## config.mk

```make
export PLATFORM = sky130hd
export DESIGN_NAME = bfly_dif_r2
export DESIGN_NICKNAME = d
export VERILOG_FILES = /design/src/rtl/bfly_pkg.sv /design/src/rtl/bfly_twiddle_rom.sv /design/src/rtl/bfly_cmul3.sv /design/src/rtl/bfly_rne.sv /design/src/rtl/bfly_dif_r2.sv
export SDC_FILE = /design/constraint.sdc
export NUM_CORES = 2
export LEC_CHECK = 0
export BUFFER_PORTS_ARGS = -buffer_cell sky130_fd_sc_hd__buf_2
export CAP_MARGIN = 10
export CORE_AREA = 2 2 256 258
export CTS_CLUSTER_SIZE = 28
export DETAILED_ROUTE_END_ITERATION = 12
export DIE_AREA = 0 0 258 260
export GPL_TIMING_DRIVEN = 0
export MAX_ROUTING_LAYER = met4
export PLACE_DENSITY = 0.82
export SLEW_MARGIN = 20
export SYNTH_ARGS = -nofsm -noshare
export SYNTH_HDL_FRONTEND = slang
export SYNTH_SLANG_ARGS = --single-unit
```

## constraint.sdc

```tcl
create_clock -name clk -period 17.2 [get_ports clk]
set_input_delay 1.72 -clock clk [delete_from_list [all_inputs] [get_ports clk]]
set_output_delay 1.72 -clock clk [all_outputs]
set_load 0.1 [all_outputs]
```

## src/rtl/bfly_pkg.sv

```systemverilog
package bfly_pkg;

  typedef enum logic [1:0] {
    SCL_OFF  = 2'd0,
    SCL_ON   = 2'd1,
    SCL_PORT = 2'd2
  } scale_mode_e;

  // pi in Q2.30 fixed point
  localparam longint PI_Q30 = 64'sd3373259426;

  // cos or sin of 2*pi*k/n in Q30, by power series on a reduced angle
  function automatic longint trig_q30(input int k, input int n, input bit want_sin);
    longint th;
    longint th2;
    longint term;
    longint acc;
    int     kk;
    bit     flip;
    kk   = k;
    flip = 1'b0;
    if (4 * k > n) begin
      kk   = n / 2 - k;
      flip = !want_sin;
    end
    th   = (PI_Q30 * 2 * longint'(kk)) / longint'(n);
    th2  = (th * th) >>> 30;
    term = want_sin ? th : (64'sd1 <<< 30);
    acc  = term;
    for (int i = 1; i <= 12; i++) begin
      if (want_sin)
        term = -((term * th2) >>> 30) / longint'((2 * i) * (2 * i + 1));
      else
        term = -((term * th2) >>> 30) / longint'((2 * i - 1) * (2 * i));
      acc = acc + term;
    end
    return flip ? -acc : acc;
  endfunction

  // Q30 value to frac fraction bits, ties away from zero
  function automatic longint tw_quant(input longint a, input int frac);
    longint mag;
    longint r;
    mag = (a < 0) ? -a : a;
    r   = (mag + (64'sd1 <<< (29 - frac))) >>> (30 - frac);
    return (a < 0) ? -r : r;
  endfunction

endpackage

```

## src/rtl/bfly_twiddle_rom.sv

```systemverilog
module bfly_twiddle_rom #(
  parameter int NPTS = 16,
  parameter int TW   = 16,
  localparam int DEPTH = NPTS / 2,
  localparam int AW    = $clog2(DEPTH)
) (
  input  logic                 clk,
  input  logic                 rst_n,
  input  logic [AW-1:0]        addr,
  output logic signed [TW-1:0] c_o,
  output logic signed [TW-1:0] s_o
);
  import bfly_pkg::*;

  localparam int FRAC = TW - 2;

  logic signed [TW-1:0] c_tab [DEPTH];
  logic signed [TW-1:0] s_tab [DEPTH];

  for (genvar g = 0; g < DEPTH; g++) begin : g_tab
    localparam longint CV = tw_quant(trig_q30(g, NPTS, 1'b0), FRAC);
    localparam longint SV = -tw_quant(trig_q30(g, NPTS, 1'b1), FRAC);
    assign c_tab[g] = TW'(CV);
    assign s_tab[g] = TW'(SV);
  end

  always_ff @(posedge clk or negedge rst_n) begin
    if (!rst_n) begin
      c_o <= '0;
      s_o <= '0;
    end else begin
      c_o <= c_tab[addr];
      s_o <= s_tab[addr];
    end
  end

endmodule

```

## src/rtl/bfly_cmul3.sv

```systemverilog
module bfly_cmul3 #(
  parameter int XW = 13,
  parameter int TW = 16,
  localparam int MW = XW + TW + 1,
  localparam int PW = XW + TW + 2
) (
  input  logic                 clk,
  input  logic                 rst_n,
  input  logic                 v_i,
  input  logic signed [XW-1:0] x_i,
  input  logic signed [XW-1:0] y_i,
  input  logic signed [TW-1:0] c_i,
  input  logic signed [TW-1:0] s_i,
  output logic                 v_o,
  output logic signed [PW-1:0] re_o,
  output logic signed [PW-1:0] im_o
);

  function automatic logic signed [MW-1:0] smul(input logic signed [MW-1:0] p,
                                                input logic signed [MW-1:0] q);
    return p * q;
  endfunction

  logic signed [XW:0]   x_minus_y;
  logic signed [TW:0]   c_minus_s;
  logic signed [TW:0]   c_plus_s;
  logic signed [MW-1:0] z_q;
  logic signed [MW-1:0] pr_q;
  logic signed [MW-1:0] pi_q;
  logic                 v_q;

  assign x_minus_y = (XW+1)'(x_i) - (XW+1)'(y_i);
  assign c_minus_s = (TW+1)'(c_i) - (TW+1)'(s_i);
  assign c_plus_s  = (TW+1)'(c_i) + (TW+1)'(s_i);

  // stage A: the three real products, sharing Z = C*(X-Y)
  always_ff @(posedge clk or negedge rst_n) begin
    if (!rst_n) begin
      z_q  <= '0;
      pr_q <= '0;
      pi_q <= '0;
      v_q  <= 1'b0;
    end else begin
      z_q  <= smul(MW'(x_minus_y), MW'(c_i));
      pr_q <= smul(MW'(y_i), MW'(c_minus_s));
      pi_q <= smul(MW'(x_i), MW'(c_plus_s));
      v_q  <= v_i;
    end
  end

  // stage B: recombine
  always_ff @(posedge clk or negedge rst_n) begin
    if (!rst_n) begin
      re_o <= '0;
      im_o <= '0;
      v_o  <= 1'b0;
    end else begin
      re_o <= PW'(pr_q) + PW'(z_q);
      im_o <= PW'(pi_q) - PW'(z_q);
      v_o  <= v_q;
    end
  end

  // four-multiplier form of the same product, brought out for the checks
  logic signed [PW-1:0] chk_re;
  logic signed [PW-1:0] chk_im;
  assign chk_re = PW'(x_i) * PW'(c_i) - PW'(y_i) * PW'(s_i);
  assign chk_im = PW'(x_i) * PW'(s_i) + PW'(y_i) * PW'(c_i);

  p_cmul_re_r2: assert property (@(posedge clk) disable iff (!rst_n)
    v_o |-> (re_o == $past(chk_re, 2)));
  p_cmul_im_r2: assert property (@(posedge clk) disable iff (!rst_n)
    v_o |-> (im_o == $past(chk_im, 2)));

endmodule

```

## src/rtl/bfly_rne.sv

```systemverilog
module bfly_rne #(
  parameter int IW = 31,
  parameter int OW = 14,
  parameter int SW = 4
) (
  input  logic                 clk,
  input  logic                 rst_n,
  input  logic signed [IW-1:0] val,
  input  logic [SW-1:0]        sh,
  output logic signed [OW-1:0] res
);

  function automatic logic signed [IW:0] rne(input logic signed [IW-1:0] v,
                                             input logic [SW-1:0] s);
    logic signed [IW:0] q;
    logic [IW-1:0]      msk;
    logic [IW-1:0]      rem;
    logic [IW-1:0]      half;
    q    = (IW+1)'(v) >>> s;
    msk  = (IW'(1) << s) - IW'(1);
    rem  = $unsigned(v) & msk;
    half = (IW'(1) << s) >> 1;
    if ((s != '0) && ((rem > half) || ((rem == half) && q[0])))
      q = q + (IW+1)'(1);
    return q;
  endfunction

  assign res = OW'(rne(val, sh));

  // twice the rounding error, and the step size, for the checks
  logic signed [IW+2:0] err2;
  logic signed [IW+2:0] span;
  assign err2 = (((IW+3)'(res) <<< sh) - (IW+3)'(val)) <<< 1;
  assign span = (IW+3)'(1) <<< sh;

  // within half a step, so the narrowed result did not wrap
  p_round_near_r6: assert property (@(posedge clk) disable iff (!rst_n)
    (err2 <= span) && (err2 >= -span));
  p_round_even_r6: assert property (@(posedge clk) disable iff (!rst_n)
    ((err2 == span) || (err2 == -span)) |-> !res[0]);

endmodule

```

## src/rtl/bfly_dif_r2.sv

```systemverilog
module bfly_dif_r2 #(
  parameter int DW   = 12,
  parameter int TW   = 16,
  parameter int NPTS = 16,
  parameter bfly_pkg::scale_mode_e SCALE_MODE = bfly_pkg::SCL_PORT,
  localparam int AW = $clog2(NPTS / 2),
  localparam int OW = DW + 2
) (
  input  logic                 clk,
  input  logic                 rst_n,
  input  logic                 in_valid,
  input  logic signed [DW-1:0] a_re,
  input  logic signed [DW-1:0] a_im,
  input  logic signed [DW-1:0] b_re,
  input  logic signed [DW-1:0] b_im,
  input  logic [AW-1:0]        tw_addr,
  input  logic                 scale_in,
  output logic                 out_valid,
  output logic signed [OW-1:0] up_re,
  output logic signed [OW-1:0] up_im,
  output logic signed [OW-1:0] lo_re,
  output logic signed [OW-1:0] lo_im
);
  import bfly_pkg::*;

  localparam int XW   = DW + 1;
  localparam int PW   = XW + TW + 2;
  localparam int FRAC = TW - 2;
  localparam int LSW  = $clog2(FRAC + 2);

  // scaling source
  logic scl_sel;
  if (SCALE_MODE == SCL_OFF) begin : g_scl_off
    assign scl_sel = 1'b0;
  end else if (SCALE_MODE == SCL_ON) begin : g_scl_on
    assign scl_sel = 1'b1;
  end else begin : g_scl_port
    assign scl_sel = scale_in;
  end

  // stage 1: sum and difference, twiddle read
  logic                 v1;
  logic                 scl1;
  logic signed [XW-1:0] sum1 [2];
  logic signed [XW-1:0] dif1 [2];
  logic signed [TW-1:0] c1;
  logic signed [TW-1:0] s1;

  always_ff @(posedge clk or negedge rst_n) begin
    if (!rst_n) begin
      v1      <= 1'b0;
      scl1    <= 1'b0;
      sum1[0] <= '0;
      sum1[1] <= '0;
      dif1[0] <= '0;
      dif1[1] <= '0;
    end else begin
      v1      <= in_valid;
      scl1    <= scl_sel;
      sum1[0] <= XW'(a_re) + XW'(b_re);
      sum1[1] <= XW'(a_im) + XW'(b_im);
      dif1[0] <= XW'(a_re) - XW'(b_re);
      dif1[1] <= XW'(a_im) - XW'(b_im);
    end
  end

  bfly_twiddle_rom #(.NPTS(NPTS), .TW(TW)) u_rom (
    .clk  (clk),
    .rst_n(rst_n),
    .addr (tw_addr),
    .c_o  (c1),
    .s_o  (s1)
  );

  // stages 2 and 3: complex product on the difference
  logic                 v3;
  logic signed [PW-1:0] prod3 [2];

  bfly_cmul3 #(.XW(XW), .TW(TW)) u_cmul (
    .clk  (clk),
    .rst_n(rst_n),
    .v_i  (v1),
    .x_i  (dif1[0]),
    .y_i  (dif1[1]),
    .c_i  (c1),
    .s_i  (s1),
    .v_o  (v3),
    .re_o (prod3[0]),
    .im_o (prod3[1])
  );

  // matching delay for the sum path and the scale flag
  logic                 scl2;
  logic                 scl3;
  logic signed [XW-1:0] sum2 [2];
  logic signed [XW-1:0] sum3 [2];

  always_ff @(posedge clk or negedge rst_n) begin
    if (!rst_n) begin
      scl2 <= 1'b0;
      scl3 <= 1'b0;
    end else begin
      scl2 <= scl1;
      scl3 <= scl2;
    end
  end

  // stage 4: rounding and output registers, one lane per generate pass
  logic [LSW-1:0]       lo_sh;
  logic signed [OW-1:0] up_rnd [2];
  logic signed [OW-1:0] lo_rnd [2];
  logic signed [OW-1:0] up_q   [2];
  logic signed [OW-1:0] lo_q   [2];

  assign lo_sh = LSW'(FRAC) + LSW'(scl3);

  for (genvar g = 0; g < 2; g++) begin : g_lane
    always_ff @(posedge clk or negedge rst_n) begin
      if (!rst_n) begin
        sum2[g] <= '0;
        sum3[g] <= '0;
        up_q[g] <= '0;
        lo_q[g] <= '0;
      end else begin
        sum2[g] <= sum1[g];
        sum3[g] <= sum2[g];
        up_q[g] <= up_rnd[g];
        lo_q[g] <= lo_rnd[g];
      end
    end

    bfly_rne #(.IW(XW), .OW(OW), .SW(1)) u_rnd_up (
      .clk  (clk),
      .rst_n(rst_n),
      .val  (sum3[g]),
      .sh   (scl3),
      .res  (up_rnd[g])
    );

    bfly_rne #(.IW(PW), .OW(OW), .SW(LSW)) u_rnd_lo (
      .clk  (clk),
      .rst_n(rst_n),
      .val  (prod3[g]),
      .sh   (lo_sh),
      .res  (lo_rnd[g])
    );
  end

  logic v4;
  always_ff @(posedge clk or negedge rst_n) begin
    if (!rst_n) v4 <= 1'b0;
    else        v4 <= v3;
  end

  assign out_valid = v4;
  assign up_re     = up_q[0];
  assign up_im     = up_q[1];
  assign lo_re     = lo_q[0];
  assign lo_im     = lo_q[1];

  // edges since reset release, saturating, so the latency check only looks back after reset
  logic [2:0] since_rst;
  always_ff @(posedge clk or negedge rst_n) begin
    if (!rst_n)                 since_rst <= '0;
    else if (since_rst != 3'd4) since_rst <= since_rst + 3'd1;
  end

  p_valid_lat_r7: assert property (@(posedge clk) disable iff (!rst_n)
    (since_rst == 3'd4) |-> (out_valid == $past(in_valid, 4)));
  p_reset_quiet_r8: assert property (@(posedge clk)
    !rst_n |-> (!out_valid && (up_re == '0) && (lo_re == '0)));

endmodule

```

==> results.sh <==
export IMPL_status="complete, no violations"
export IMPL_cts_root_buf="clkbuf_16"
export IMPL_viasPerCell=5.80
export IMPL_drv_slew=0
export IMPL_clockBufferDepth=3
export IMPL_hold_buffers=0
export IMPL_area_growth_pct=7.48
export IMPL_place_area_um2=43200
export IMPL_finalHoldViolCount=0
export IMPL_fin_setup_tns_ps=0
export IMPL_synth_flop_cell="dfrtp_1"
export IMPL_insertion_delay_ps=600
export IMPL_initialDrtViolationCount=3082
export IMPL_post_drt_wl_per_cell_um=20.3
export IMPL_crit_end="u_cmul.pr_q[26]"
export IMPL_fin_skew_ps=33.1
export IMPL_synthCells=4437
export IMPL_globalplace_congestion=1.02
export IMPL_worstMarginPinSlew_ps=974
export IMPL_cp_arrival_ps=10940
export IMPL_cts_tree="yes"
export IMPL_rows=93
export IMPL_layout_commonest_cell="inv_1"
export IMPL_final_nets=5639
export IMPL_io_pins=112
export IMPL_path_buf_inv=7
export IMPL_reg2reg_to="u_cmul.pr_q[26]"
export IMPL_die_height_um=260
export IMPL_path_clk_slew_ps=70
export IMPL_portBuffers=111
export IMPL_drtPass1Iterations=6
export IMPL_ys_types=83
export IMPL_ant_nets=0
export IMPL_grt_pass1_vias=33000
export IMPL_crit_fanout=10
export IMPL_setup_viol=0
export IMPL_min_period_ps=10530
export IMPL_cp_data_required_time_ps=17610
export IMPL_cp_startpoint="u_rom.c_o[0]"
export IMPL_reg2reg_from="u_rom.c_o[0]"
export IMPL_ys_seq_area_share_pct=19.8
export IMPL_grt_max_degree=111
export IMPL_yosysWarnings=0
export IMPL_finalCritPeriodShare_pct=61.2
export IMPL_r2r_slack_ps=6670
export IMPL_syn_num_nets=5486
export IMPL_routed_wl_um=111000
export IMPL_slowest_stage="nor3_2"
export IMPL_clock_sinks=328
export IMPL_drc=0
export IMPL_crit_path_max_incr_delay_ps=790
export IMPL_drive_gt1_share_pct=4.91
export IMPL_avgSynthCellArea_um2=9.35
export IMPL_post_cts_resized=0
export IMPL_grt_setup_unrepaired="no"
export IMPL_rr_worst_depth=34
export IMPL_async_flop_share_pct=100
export IMPL_grt_pass1_wl_um=178000
export IMPL_finalInstanceArea_um2=44600
export IMPL_min_path_type="reg2reg"
export IMPL_path_class="reg2reg"
export IMPL_netlist_area_um2=41500
export IMPL_path_depth=34
export IMPL_synth_seq_cells=328
export IMPL_ctsHtreeMaxLevel=2
export IMPL_cpLargestDelayFamily="adder cells"
export IMPL_final_cell_mix="inv_1, fa_1, nand2_1"
export IMPL_die_area_um2=67100
export IMPL_synth_edff_count=0
export IMPL_fmax_mhz=94.9
export IMPL_cp_end_kind="flip-flop"
export IMPL_antenna_found_initial=10
export IMPL_hpwl_um=90000
export IMPL_coreArea_um2=64100
export IMPL_initial_core_util_pct=64.7
export IMPL_slew_headroom_pct=34.7
export IMPL_num_vias=31800
export IMPL_overflow=0
export IMPL_track_usage_pct=35.7
export IMPL_start_kind="flip-flop"
export IMPL_cts_buffers=37
export IMPL_fp_dieW_um=258
export IMPL_postCtsSetupBuffers=0
export IMPL_drv_cap=0
## Yosys cell counts, drive strengths merged (19+ instances only)
master    n  area share, %
o21a     25           0.45
nor3     52           0.64
nand4    26           0.39
and2    175            2.6
a31oi    22           0.33
inv     872            7.9
a21o     49           0.89
dfrtp   328             20
nor2    197            1.8
and3     28           0.42
nand2   471            4.3
nand2b   73            1.1
ha      365             11
mux2i    32           0.77
xor2     68            1.4
o21ai   117            1.4
a21oi   163            2.0
xnor2   173            3.7
nor2b    50           0.75
fa      629             30
o21bai   29           0.52
clkbuf  146            1.3
nand3    83            1.0
mux2     19           0.52
## layout make-up
class,instances,area [um^2]
Buffer,164,626
Inverter,874,3280
Multi-Input combinational cell,3071,29400
Sequential cell,328,8210
Tap cell,855,1070
Antenna cell,10,25.0
Clock buffer,43,978
Fill cell,4795,19500
Clock inverter,25,384
Timing Repair Buffer,114,648
## worst register-to-register path, delay by kind of cell, from the launching register on
kind,cells,cell delay [ps]
xor gates and xnor gates,1,500
adders and majority gates,8,3660
DFF,1,590
AOI/OAI and AO/OA,12,2840
and+or+nand+nor,6,1840
buffers and inverters,7,920
## registers in the layout (all words and copies together) (netlist names), 11 cells and up
signal,count
u_cmul.im_o,29
u_cmul.pi_q,29
u_cmul.pr_q,29
u_cmul.re_o,29
u_cmul.z_q,29
dif1,26
sum2,26
sum3,26
sum1,24
lo_im,14
lo_re,14
up_im,14
up_re,14
u_rom.c_o,11
## cell families after synthesis
logic type	after synthesis	synth area share, %
AND/OR/NAND/NOR	1224	14.2
buffers and inverters	1038	9.41
adder cells (fa/ha/maj)	994	41.4
AO/OA/AOI/OAI	561	8.87
flip-flops	328	19.8
XOR/XNOR	241	5.09
multiplexers	51	1.29
## stage by stage
stage | hold slack [ps] | setup slack (ps) | instances | util (%)
floorplan | 331 | 9150 | 4437 | -
global placement | 332 | 7200 | 5403 | 67.3
detailed placement | 335 | 6980 | 5406 | 67.4
CTS | 346 | 6940 | 5474 | 69.5
global route | 353 | 6120 | 5483 | 69.6
finish | 343 | 6670 | 5484 | 69.6
## worst min-delay path by stage
stage | from | end | slack, ps | depth (start not counted)
2_1_floorplan | u_cmul.v_o | out_valid | 330 | 0
3_3_place_gp | sum2[3] | sum3[3] | 330 | 0
3_5_place_dp | sum1[25] | sum2[25] | 330 | 0
4_1_cts | sum1[7] | sum2[7] | 350 | 0
5_1_grt | sum1[16] | sum2[16] | 350 | 0
6_report | sum1[7] | sum2[7] | 340 | 0
## layer usage
| metal | part of all wire, % | routed length (um) | track usage (%) | vias to the layer above |
|---|---|---|---|---|
| li1 | - | - | - | 14200 |
| met1 | 38 | 42100 | 43.9 | 15700 |
| met2 | 45 | 50400 | 54.5 | 1501 |
| met3 | 9.0 | 10100 | 7.24 | 421 |
| met4 | 7.8 | 8660 | 22.0 | 0 |
| met5 | 0 | 0 | - | - |
Power is not shown: default switching activity piles up to over one toggle a cycle in this logic, so the estimate is an artifact.
